==> config.mk <==
export PLATFORM = sky130hd
export DESIGN_NAME = sm_adder
export DESIGN_NICKNAME = d
export VERILOG_FILES = /design/src/rtl/sm_adder_pkg.sv /design/src/rtl/sm_add_core.sv /design/src/rtl/sm_add_lut.sv /design/src/rtl/sm_adder.sv
export SDC_FILE = /design/constraint.sdc
export NUM_CORES = 1
export LEC_CHECK = 0
export BUFFER_PORTS_ARGS = -buffer_cell sky130_fd_sc_hd__buf_4
export CORE_AREA = 3 3 40 42
export DETAILED_ROUTE_END_ITERATION = 10
export DIE_AREA = 0 0 43 45
export SETUP_SLACK_MARGIN = 0.5
export SYNTH_ARGS = -nofsm -noshare
export SYNTH_HDL_FRONTEND = slang
export SYNTH_SLANG_ARGS = --single-unit
==> constraint.sdc <==
create_clock -name vclk -period 4.81
set_input_delay 1.443 -clock vclk [all_inputs]
set_output_delay 1.443 -clock vclk [all_outputs]
set_load 0.01 [all_outputs]
==> src/rtl/sm_adder_pkg.sv <==
package sm_adder_pkg;

  // Implementation choice for the adder top
  typedef enum bit {
    SM_COMB = 1'b0,
    SM_LUT  = 1'b1
  } sm_variant_e;

  localparam int unsigned SM_MAG_W_DEF = 3;

endpackage

==> src/rtl/sm_add_core.sv <==
module sm_add_core #(
  parameter int unsigned MAG_W = 3,
  localparam int unsigned WORD_W = MAG_W + 1
) (
  input  logic [WORD_W-1:0] a_i,
  input  logic [WORD_W-1:0] b_i,
  output logic [WORD_W-1:0] sum_o,
  output logic              ovf_o
);

  logic             sgn_a, sgn_b;
  logic [MAG_W-1:0] mag_a, mag_b;
  logic             a_ge_b;
  logic             same_sgn;
  logic [MAG_W-1:0] mag_big, mag_small;
  logic             sgn_big;
  logic [MAG_W:0]   raw;
  logic [MAG_W-1:0] res_mag;
  logic             res_sgn;

  assign sgn_a = a_i[WORD_W-1];
  assign sgn_b = b_i[WORD_W-1];
  assign mag_a = a_i[MAG_W-1:0];
  assign mag_b = b_i[MAG_W-1:0];

  // magnitude comparison decides which operand leads a subtraction
  assign a_ge_b    = (mag_a >= mag_b);
  assign same_sgn  = (sgn_a == sgn_b);
  assign mag_big   = a_ge_b ? mag_a : mag_b;
  assign mag_small = a_ge_b ? mag_b : mag_a;
  assign sgn_big   = a_ge_b ? sgn_a : sgn_b;

  always_comb begin
    if (same_sgn) raw = {1'b0, mag_a} + {1'b0, mag_b};
    else          raw = {1'b0, mag_big} - {1'b0, mag_small};
  end

  assign ovf_o   = same_sgn & raw[MAG_W];
  assign res_mag = raw[MAG_W-1:0];

  always_comb begin
    if (ovf_o)              res_sgn = sgn_a;
    else if (res_mag == '0) res_sgn = 1'b0;
    else if (same_sgn)      res_sgn = sgn_a;
    else                    res_sgn = sgn_big;
  end

  assign sum_o = {res_sgn, res_mag};

endmodule

==> src/rtl/sm_add_lut.sv <==
module sm_add_lut #(
  parameter int unsigned MAG_W = 3,
  localparam int unsigned WORD_W = MAG_W + 1,
  localparam int unsigned ADDR_W = 2 * WORD_W,
  localparam int unsigned DEPTH  = 1 << ADDR_W,
  localparam int unsigned ENTRY_W = WORD_W + 1
) (
  input  logic              clk,
  input  logic              rst,
  input  logic [WORD_W-1:0] a_i,
  input  logic [WORD_W-1:0] b_i,
  output logic [WORD_W-1:0] sum_o,
  output logic              ovf_o
);

  // entry = {ovf, sign, magnitude}
  function automatic logic [ENTRY_W-1:0] entry_f(input logic [ADDR_W-1:0] idx);
    logic [WORD_W-1:0] ea, eb;
    logic [MAG_W:0]    mtot;
    logic [MAG_W-1:0]  mres;
    logic              sres, ov;
    ea = idx[ADDR_W-1:WORD_W];
    eb = idx[WORD_W-1:0];
    ov = 1'b0;
    if (ea[MAG_W] == eb[MAG_W]) begin
      mtot = {1'b0, ea[MAG_W-1:0]} + {1'b0, eb[MAG_W-1:0]};
      ov   = mtot[MAG_W];
      mres = mtot[MAG_W-1:0];
      sres = ea[MAG_W];
    end else if (ea[MAG_W-1:0] >= eb[MAG_W-1:0]) begin
      mres = ea[MAG_W-1:0] - eb[MAG_W-1:0];
      sres = ea[MAG_W];
    end else begin
      mres = eb[MAG_W-1:0] - ea[MAG_W-1:0];
      sres = eb[MAG_W];
    end
    if (!ov && mres == '0) sres = 1'b0;
    return {ov, sres, mres};
  endfunction

  logic [ENTRY_W-1:0] rom [DEPTH];
  logic [ENTRY_W-1:0] rd_q;

  initial begin
    for (int i = 0; i < int'(DEPTH); i++) rom[i] = entry_f(ADDR_W'(i));
  end

  always_ff @(posedge clk) begin
    if (rst) rd_q <= '0;
    else     rd_q <= rom[{a_i, b_i}];
  end

  assign ovf_o = rd_q[ENTRY_W-1];
  assign sum_o = rd_q[WORD_W-1:0];

endmodule

==> src/rtl/sm_adder.sv <==
module sm_adder
  import sm_adder_pkg::*;
#(
  parameter sm_variant_e VARIANT = SM_COMB,
  parameter int unsigned MAG_W   = SM_MAG_W_DEF,
  localparam int unsigned WORD_W = MAG_W + 1
) (
  input  logic              clk,
  input  logic              rst,
  input  logic [WORD_W-1:0] a_i,
  input  logic [WORD_W-1:0] b_i,
  output logic [WORD_W-1:0] sum_o,
  output logic              ovf_o
);

  generate
    if (VARIANT == SM_LUT) begin : g_lut
      sm_add_lut #(.MAG_W(MAG_W)) u_lut (
        .clk  (clk),
        .rst  (rst),
        .a_i  (a_i),
        .b_i  (b_i),
        .sum_o(sum_o),
        .ovf_o(ovf_o)
      );
    end else begin : g_comb
      logic unused_clk;
      assign unused_clk = clk ^ rst;
      sm_add_core #(.MAG_W(MAG_W)) u_core (
        .a_i  (a_i),
        .b_i  (b_i),
        .sum_o(sum_o),
        .ovf_o(ovf_o)
      );
    end
  endgenerate

endmodule

==> results of run 1 <==
worst max path at each step:
stage            from  endpoint  slack (ns)  cells past startpoint
2_1_floorplan  b_i[1]  sum_o[3]        0.23                     12
3_3_place_gp   a_i[0]  sum_o[3]        0.01                     13
3_5_place_dp   a_i[0]  sum_o[3]      -0.008                     13
4_1_cts        b_i[2]  sum_o[3]        0.02                     14
5_1_grt        a_i[0]  sum_o[3]      -0.001                     13
6_report       a_i[0]  sum_o[3]        0.07                     13
kinds of logic (layout without fill, tap and decap cells):
group,Yosys count,after routing,share of synthesized area
buffers and inverters,7,31,0.0923
adder cells (fa/ha/maj),8,8,0.331
AND/OR/NAND/NOR,14,14,0.204
AO/OA/AOI/OAI,11,11,0.250
multiplexers,3,3,0.0962
XOR/XNOR,1,1,0.0269
cell type report:
| class | instances | share of cell area |
|---|---|---|
| Tap cell | 15 | 0.0288 |
| Multi-Input combinational cell | 37 | 0.602 |
| Timing Repair Buffer | 25 | 0.323 |
| Inverter | 6 | 0.0462 |
power breakdown:
part / leakage, nW / total, mW / internal (mW) / switching [mW]
sequential: 0 / 0 / 0 / 0
combinational: 0.305 / 0.0897 / 0.0513 / 0.0384
clock: 0 / 0 / 0 / 0
metal layers:
layer | up-vias | global-route usage | wire length (um)
met5 | - | 0 | 0
met4 | 0 | 0 | 0
met3 | 0 | 0 | 26
met2 | 6 | 0.132 | 403
met1 | 163 | 0.127 | 401
li1 | 200 | - | -
per-stage QoR:
| step | hold slack (ns) | TNS, ns |
|---|---|---|
| after floorplan | 3.08 | 0 |
| final | 3.32 | 0 |
| after CTS | 3.33 | 0 |
| after global routing | 3.35 | -0.00114 |
| after detailed placement | 3.33 | -0.00763 |
| after global placement | 3.32 | 0 |
repair_timing:
action                     4_1_cts  5_1_grt
buffers inserted                 2        2
pin swaps                       11        5
setup endpoints to repair        3        3
gates resized for setup          9        6
hold endpoints to repair         0        0
cells in the mapped netlist (2+ instances only):
| cell type | instances |
|---|---|
| a21oi_1 | 2 |
| ha_1 | 7 |
| inv_1 | 6 |
| mux2i_1 | 2 |
| nand2_1 | 4 |
| nor2_1 | 4 |
| nor2b_1 | 3 |
| o21ai_0 | 2 |
==> impl_metrics.prom, run 1 <==
# TYPE chip_impl_metric gauge
chip_impl_info{name="outcome",value="completed"} 1
chip_impl_metric{name="period_needed",unit="ns"} 4.74
chip_impl_metric{name="post_cts_hold_buffer_count",unit=""} 0
chip_impl_info{name="cp_cell_sequence",value="buf_6 > inv_4 > ha_4 > nor2b_4 > o21a_1 > nor2_1 > a21oi_2 > ha_4 > nor2_1 > o211a_1 > or3_4 > a41oi_2 > buf_4"} 1
chip_impl_metric{name="synth.yosys.seq_area_share",unit=""} 0
chip_impl_metric{name="grt_max_degree",unit=""} 7
chip_impl_metric{name="final_core_util",unit=""} 0.506
chip_impl_metric{name="grt_first_pass_wirelength",unit="mm"} 1.28
chip_impl_metric{name="cellLeakagePower",unit="nW"} 0.305
chip_impl_metric{name="layout.sequential_cells",unit=""} 0
chip_impl_metric{name="yosys.cell_types.count",unit=""} 22
chip_impl_metric{name="detailed_place.area",unit="um^2"} 554
chip_impl_info{name="grt_setup_unrepaired",value="yes"} 1
chip_impl_metric{name="vdd_drop_max",unit="V"} 0.0000645
chip_impl_metric{name="fp.dieW",unit="um"} 43
chip_impl_metric{name="drt_iter0_drc",unit=""} 1
chip_impl_metric{name="crit_path_max_incr_delay",unit="ns"} 0.37
chip_impl_metric{name="post-route-period-util",unit=""} 0.985
chip_impl_metric{name="dp_worst_setup_slack",unit="ns"} -0.00763
chip_impl_metric{name="place.detailed.hpwl",unit="um"} 669
chip_impl_metric{name="layout.cell_area.non_filler",unit="um^2"} 651
chip_impl_metric{name="timing.critical_path.buf_inv",unit=""} 3
chip_impl_metric{name="die_height",unit="um"} 45
chip_impl_metric{name="critical_path_arrival",unit="ns"} 3.30
chip_impl_metric{name="fmax",unit="GHz"} 0.211
chip_impl_metric{name="antenna_cells",unit=""} 0
chip_impl_metric{name="worst_ep_required_time",unit="ns"} 3.37
chip_impl_info{name="hold-path-endpoint",value="sum_o[3]"} 1
chip_impl_metric{name="first_global_vias",unit=""} 331
chip_impl_metric{name="n_fill_cell",unit=""} 120
chip_impl_metric{name="placed_cells",unit=""} 79
chip_impl_metric{name="antenna_found_initial",unit=""} 0
chip_impl_metric{name="multi_input_combinational_cell_area",unit="um^2"} 392
chip_impl_metric{name="fin_total_pwr",unit="mW"} 0.0897
chip_impl_metric{name="post_synth_inst_count",unit=""} 44
chip_impl_metric{name="grt_total_ovfl",unit=""} 0
chip_impl_metric{name="worst_slew_margin_rel",unit=""} 0.755
chip_impl_metric{name="sequential_cell_area",unit="um^2"} 0
chip_impl_info{name="timing.hold.worst.start",value="b_i[3]"} 1
chip_impl_metric{name="numPortBuffers",unit=""} 13
chip_impl_metric{name="post-route-drc-count",unit=""} 0
chip_impl_info{name="hold_class",value="primary input to output port"} 1
chip_impl_metric{name="portion_of_synthesized_cell_area_occupied_by_the_leading_cell_type",unit=""} 0.269
chip_impl_info{name="synth_area_leaders",value="ha_1 (27%), inv_1 (6.9%), fa_1 (6.2%)"} 1
chip_impl_metric{name="finish.net_count",unit=""} 88
chip_impl_metric{name="core_region_area",unit="mm^2"} 0.00128
chip_impl_metric{name="min_path_cells",unit=""} 4
chip_impl_metric{name="fin_cells",unit=""} 83
chip_impl_info{name="synth_largest_area_cell",value="ha_1"} 1
chip_impl_metric{name="timing.max_cap.violations",unit=""} 0
chip_impl_metric{name="die_area",unit="mm^2"} 0.00194
chip_impl_metric{name="postRouteAntennaNets",unit=""} 0
chip_impl_info{name="critical-path-top-delay-family",value="compound AO/OA/AOI/OAI gates"} 1
chip_impl_metric{name="via_count",unit=""} 369
chip_impl_metric{name="post_route_cells_drive_above_1_share",unit=""} 0.618
chip_impl_metric{name="setup_viol",unit=""} 0
chip_impl_info{name="most_common_cell_after_layout_fill_and_taps_aside",value="buf_4"} 1
chip_impl_metric{name="std_cell_rows",unit=""} 13
chip_impl_info{name="setup.worst_path.end_class",value="output port"} 1
chip_impl_metric{name="final_count_of_pins_violating_max_slew",unit=""} 0
chip_impl_info{name="final_cell_mix",value="buf_4 (20), nor2_1 (4), ha_4 (4), buf_6 (4)"} 1
chip_impl_info{name="setup.worst_path.class",value="primary input to output port"} 1
chip_impl_metric{name="wl",unit="um"} 831
chip_impl_metric{name="worst-slew-pin-transition",unit="ns"} 0.365
chip_impl_info{name="critical_path.startpoint_type",value="primary input"} 1
chip_impl_metric{name="post_detailed_route_via_to_cell_ratio",unit=""} 4.45
chip_impl_metric{name="path_max_fanout",unit=""} 3
chip_impl_metric{name="postSynthNetCount",unit=""} 62
chip_impl_metric{name="initial_core_util",unit=""} 0.253
chip_impl_metric{name="synth-warning-count",unit=""} 0
chip_impl_metric{name="grt_usage",unit=""} 0.0806
chip_impl_metric{name="mappedNetlistArea",unit="um^2"} 325
chip_impl_metric{name="postLayoutSetupSlackWorst",unit="ns"} 0.0698
chip_impl_metric{name="power-per-cell-area",unit="mW/mm^2"} 138
chip_impl_metric{name="post_synth.cell_area_avg",unit="um^2"} 7.39
chip_impl_info{name="worst_path_max_delay_cell",value="or3_4"} 1
chip_impl_metric{name="routabilityCongestion",unit=""} 0.736
chip_impl_metric{name="clock_buffer_count",unit=""} 0
chip_impl_metric{name="drt-pass1-iter-count",unit=""} 4
chip_impl_metric{name="area_growth",unit="%"} 100
chip_impl_metric{name="wl_per_cell",unit="um"} 10.0
chip_impl_metric{name="io-pin-count",unit=""} 15
chip_impl_metric{name="report.final.hold_viol_count",unit=""} 0
(Power assumes the default switching activity.)
==> run 2: changes to the inputs <==
--- a/config.mk
+++ b/config.mk
@@ -5,10 +5,10 @@
 export SDC_FILE = /design/constraint.sdc
 export NUM_CORES = 1
 export LEC_CHECK = 0
-export BUFFER_PORTS_ARGS = -buffer_cell sky130_fd_sc_hd__buf_4
 export CORE_AREA = 3 3 40 42
 export DETAILED_ROUTE_END_ITERATION = 10
 export DIE_AREA = 0 0 43 45
+export DONT_BUFFER_PORTS = 1
 export SETUP_SLACK_MARGIN = 0.5
 export SYNTH_ARGS = -nofsm -noshare
 export SYNTH_HDL_FRONTEND = slang
==> run 2 against run 1 <==
  * Die area stayed put
  * First-iteration DRC count grew to 3.0 times the previous value
  * Combinational power is 21% lower
  * Sequential cell count unchanged
  * Total power shrank 21%
  * Global-route usage increased by 0.42 points
==> impl_metrics.prom, run 2 (synthesis gave the netlist of run 1 again) <==
# TYPE chip_impl_metric gauge
chip_impl_metric{name="routabilityCongestion",unit=""} 0.689
chip_impl_metric{name="fmax",unit="GHz"} 0.219
chip_impl_metric{name="grt_max_degree",unit=""} 7
chip_impl_metric{name="fin_cells",unit=""} 66
chip_impl_metric{name="fin_tns_setup",unit="ns"} 0
chip_impl_metric{name="antenna_cells",unit=""} 0
chip_impl_metric{name="place.detailed.hpwl",unit="um"} 591
chip_impl_metric{name="grtUsageMet3",unit=""} 0.0319
chip_impl_metric{name="final_count_of_pins_violating_max_slew",unit=""} 0
chip_impl_metric{name="post-route-period-util",unit=""} 0.949
chip_impl_info{name="critPathLaunch",value="a_i[2]"} 1
chip_impl_metric{name="final_core_util",unit=""} 0.397
chip_impl_metric{name="sequential_cell_area",unit="um^2"} 0
chip_impl_info{name="worst_path_max_delay_cell",value="ha_2"} 1
chip_impl_metric{name="core_region_area",unit="mm^2"} 0.00128
chip_impl_info{name="hold-path-endpoint",value="ovf_o"} 1
chip_impl_metric{name="vdd_drop_max",unit="V"} 0.0000572
chip_impl_metric{name="die_area",unit="mm^2"} 0.00194
chip_impl_metric{name="numPortBuffers",unit=""} 0
chip_impl_metric{name="cellLeakagePower",unit="nW"} 0.215
chip_impl_metric{name="period_needed",unit="ns"} 4.56
chip_impl_info{name="outcome",value="completed"} 1
chip_impl_metric{name="timing.max_cap.violations",unit=""} 0
chip_impl_info{name="most_common_cell_after_layout_fill_and_taps_aside",value="buf_4"} 1
chip_impl_metric{name="post-route-drc-count",unit=""} 0
chip_impl_metric{name="power-per-cell-area",unit="mW/mm^2"} 138
chip_impl_metric{name="worst_ep_required_time",unit="ns"} 3.37
chip_impl_metric{name="placed_cells",unit=""} 58
chip_impl_metric{name="path_max_fanout",unit=""} 3
chip_impl_info{name="timing.hold.worst.start",value="a_i[3]"} 1
chip_impl_metric{name="setup_viol",unit=""} 0
chip_impl_metric{name="finish.net_count",unit=""} 71
chip_impl_metric{name="grt_first_pass_wirelength",unit="mm"} 1.32
chip_impl_metric{name="postRouteAntennaNets",unit=""} 0
chip_impl_metric{name="antenna_found_initial",unit=""} 0
chip_impl_metric{name="fp.dieW",unit="um"} 43
chip_impl_metric{name="wl_per_cell",unit="um"} 12.7
chip_impl_metric{name="worst_slew_margin_rel",unit=""} 0.720
chip_impl_info{name="busiest_layer",value="met2"} 1
chip_impl_metric{name="min_path_cells",unit=""} 2
chip_impl_metric{name="crit_path_max_incr_delay",unit="ns"} 0.33
chip_impl_metric{name="critical_path_arrival",unit="ns"} 3.12
chip_impl_metric{name="met2_usage",unit=""} 0.138
chip_impl_info{name="hold_class",value="primary input to output port"} 1
chip_impl_metric{name="drt_iter0_drc",unit=""} 3
chip_impl_metric{name="clock_buffer_count",unit=""} 0
chip_impl_info{name="cp_cell_sequence",value="ha_4 > a21oi_4 > buf_4 > o21ai_2 > nor3_2 > a21oi_1 > ha_2 > nor2_1 > a31oi_1 > mux2i_2 > a41oi_4"} 1
chip_impl_metric{name="global_route.usage.met1",unit=""} 0.108
chip_impl_metric{name="layout.sequential_cells",unit=""} 0
chip_impl_metric{name="report.final.hold_viol_count",unit=""} 0
chip_impl_metric{name="std_cell_rows",unit=""} 13
chip_impl_info{name="setup.worst_path.class",value="primary input to output port"} 1
chip_impl_metric{name="wl",unit="um"} 841
chip_impl_metric{name="die_height",unit="um"} 45
chip_impl_metric{name="grt_total_ovfl",unit=""} 0
chip_impl_metric{name="via_count",unit=""} 326
chip_impl_metric{name="post_route_cells_drive_above_1_share",unit=""} 0.490
chip_impl_metric{name="worst-slew-pin-transition",unit="ns"} 0.417
chip_impl_metric{name="post_detailed_route_via_to_cell_ratio",unit=""} 4.94
chip_impl_metric{name="grt_usage",unit=""} 0.0847
chip_impl_metric{name="initial_core_util",unit=""} 0.253
chip_impl_info{name="final_cell_mix",value="buf_4 (7), nor2_1 (4), inv_1 (3), ha_4 (3), ha_1 (3)"} 1
chip_impl_metric{name="io-pin-count",unit=""} 15
chip_impl_metric{name="area_growth",unit="%"} 56.9
chip_impl_info{name="setup.worst_path.end_class",value="output port"} 1
chip_impl_metric{name="first_global_vias",unit=""} 329
chip_impl_info{name="critical_path.startpoint_type",value="primary input"} 1
chip_impl_info{name="grt_setup_unrepaired",value="yes"} 1
chip_impl_metric{name="drt-pass1-iter-count",unit=""} 4
## run 2: layout make-up
| class | count | area (um^2) |
|---|---|---|
| Fill cell | 141 | 774 |
| Tap cell | 15 | 18.8 |
| Timing Repair Buffer | 8 | 63.8 |
| Multi-Input combinational cell | 37 | 398 |
| Inverter | 6 | 30.0 |
## run 2: per-layer routing
metal	vias up	routed length, um
met2	8	417
met4	0	0
li1	168	-
met3	0	66
met1	150	356
met5	-	0
## run 2: worst max-delay path by stage
stage / depth (start not counted) / end
after floorplan: 12 / sum_o[3]
after global placement: 11 / sum_o[3]
after detailed placement: 11 / sum_o[3]
after CTS: 12 / sum_o[3]
after global routing: 11 / sum_o[3]
final: 11 / sum_o[3]
## run 2: worst max-delay path, delay by kind of cell
kind            cells  cell delay (ns)
simple gates        2             0.14
fa+ha+maj           2             0.58
buf+inv             1             0.13
compound gates      5             0.70
mux                 1             0.13
## run 2: what timing repair did
action / in CTS / in global routing
gates cloned: 0 / 0
endpoints found under the hold margin: 0 / 0
setup endpoints to repair: 2 / 2
resized for setup: 7 / 4
pin swaps: 10 / 6
setup buffers: 6 / 2
hold buffers: 0 / 0
## run 2: power breakdown
part           leakage (nW)  switching [mW]  internal, mW
Clock                     0               0             0
Combinational         0.215          0.0341        0.0364
Sequential                0               0             0
## run 2: through the flow
step	area [um^2]	total power, mW	hold WS (ns)	setup slack [ns]
floorplan	385	0.0449	3.08	0.226
global placement	397	0.0488	3.09	0.167
detailed placement	397	0.0494	3.09	0.168
CTS	478	0.0644	3.16	0.212
global route	510	0.0774	3.19	0.101
finish	510	0.0706	3.16	0.247
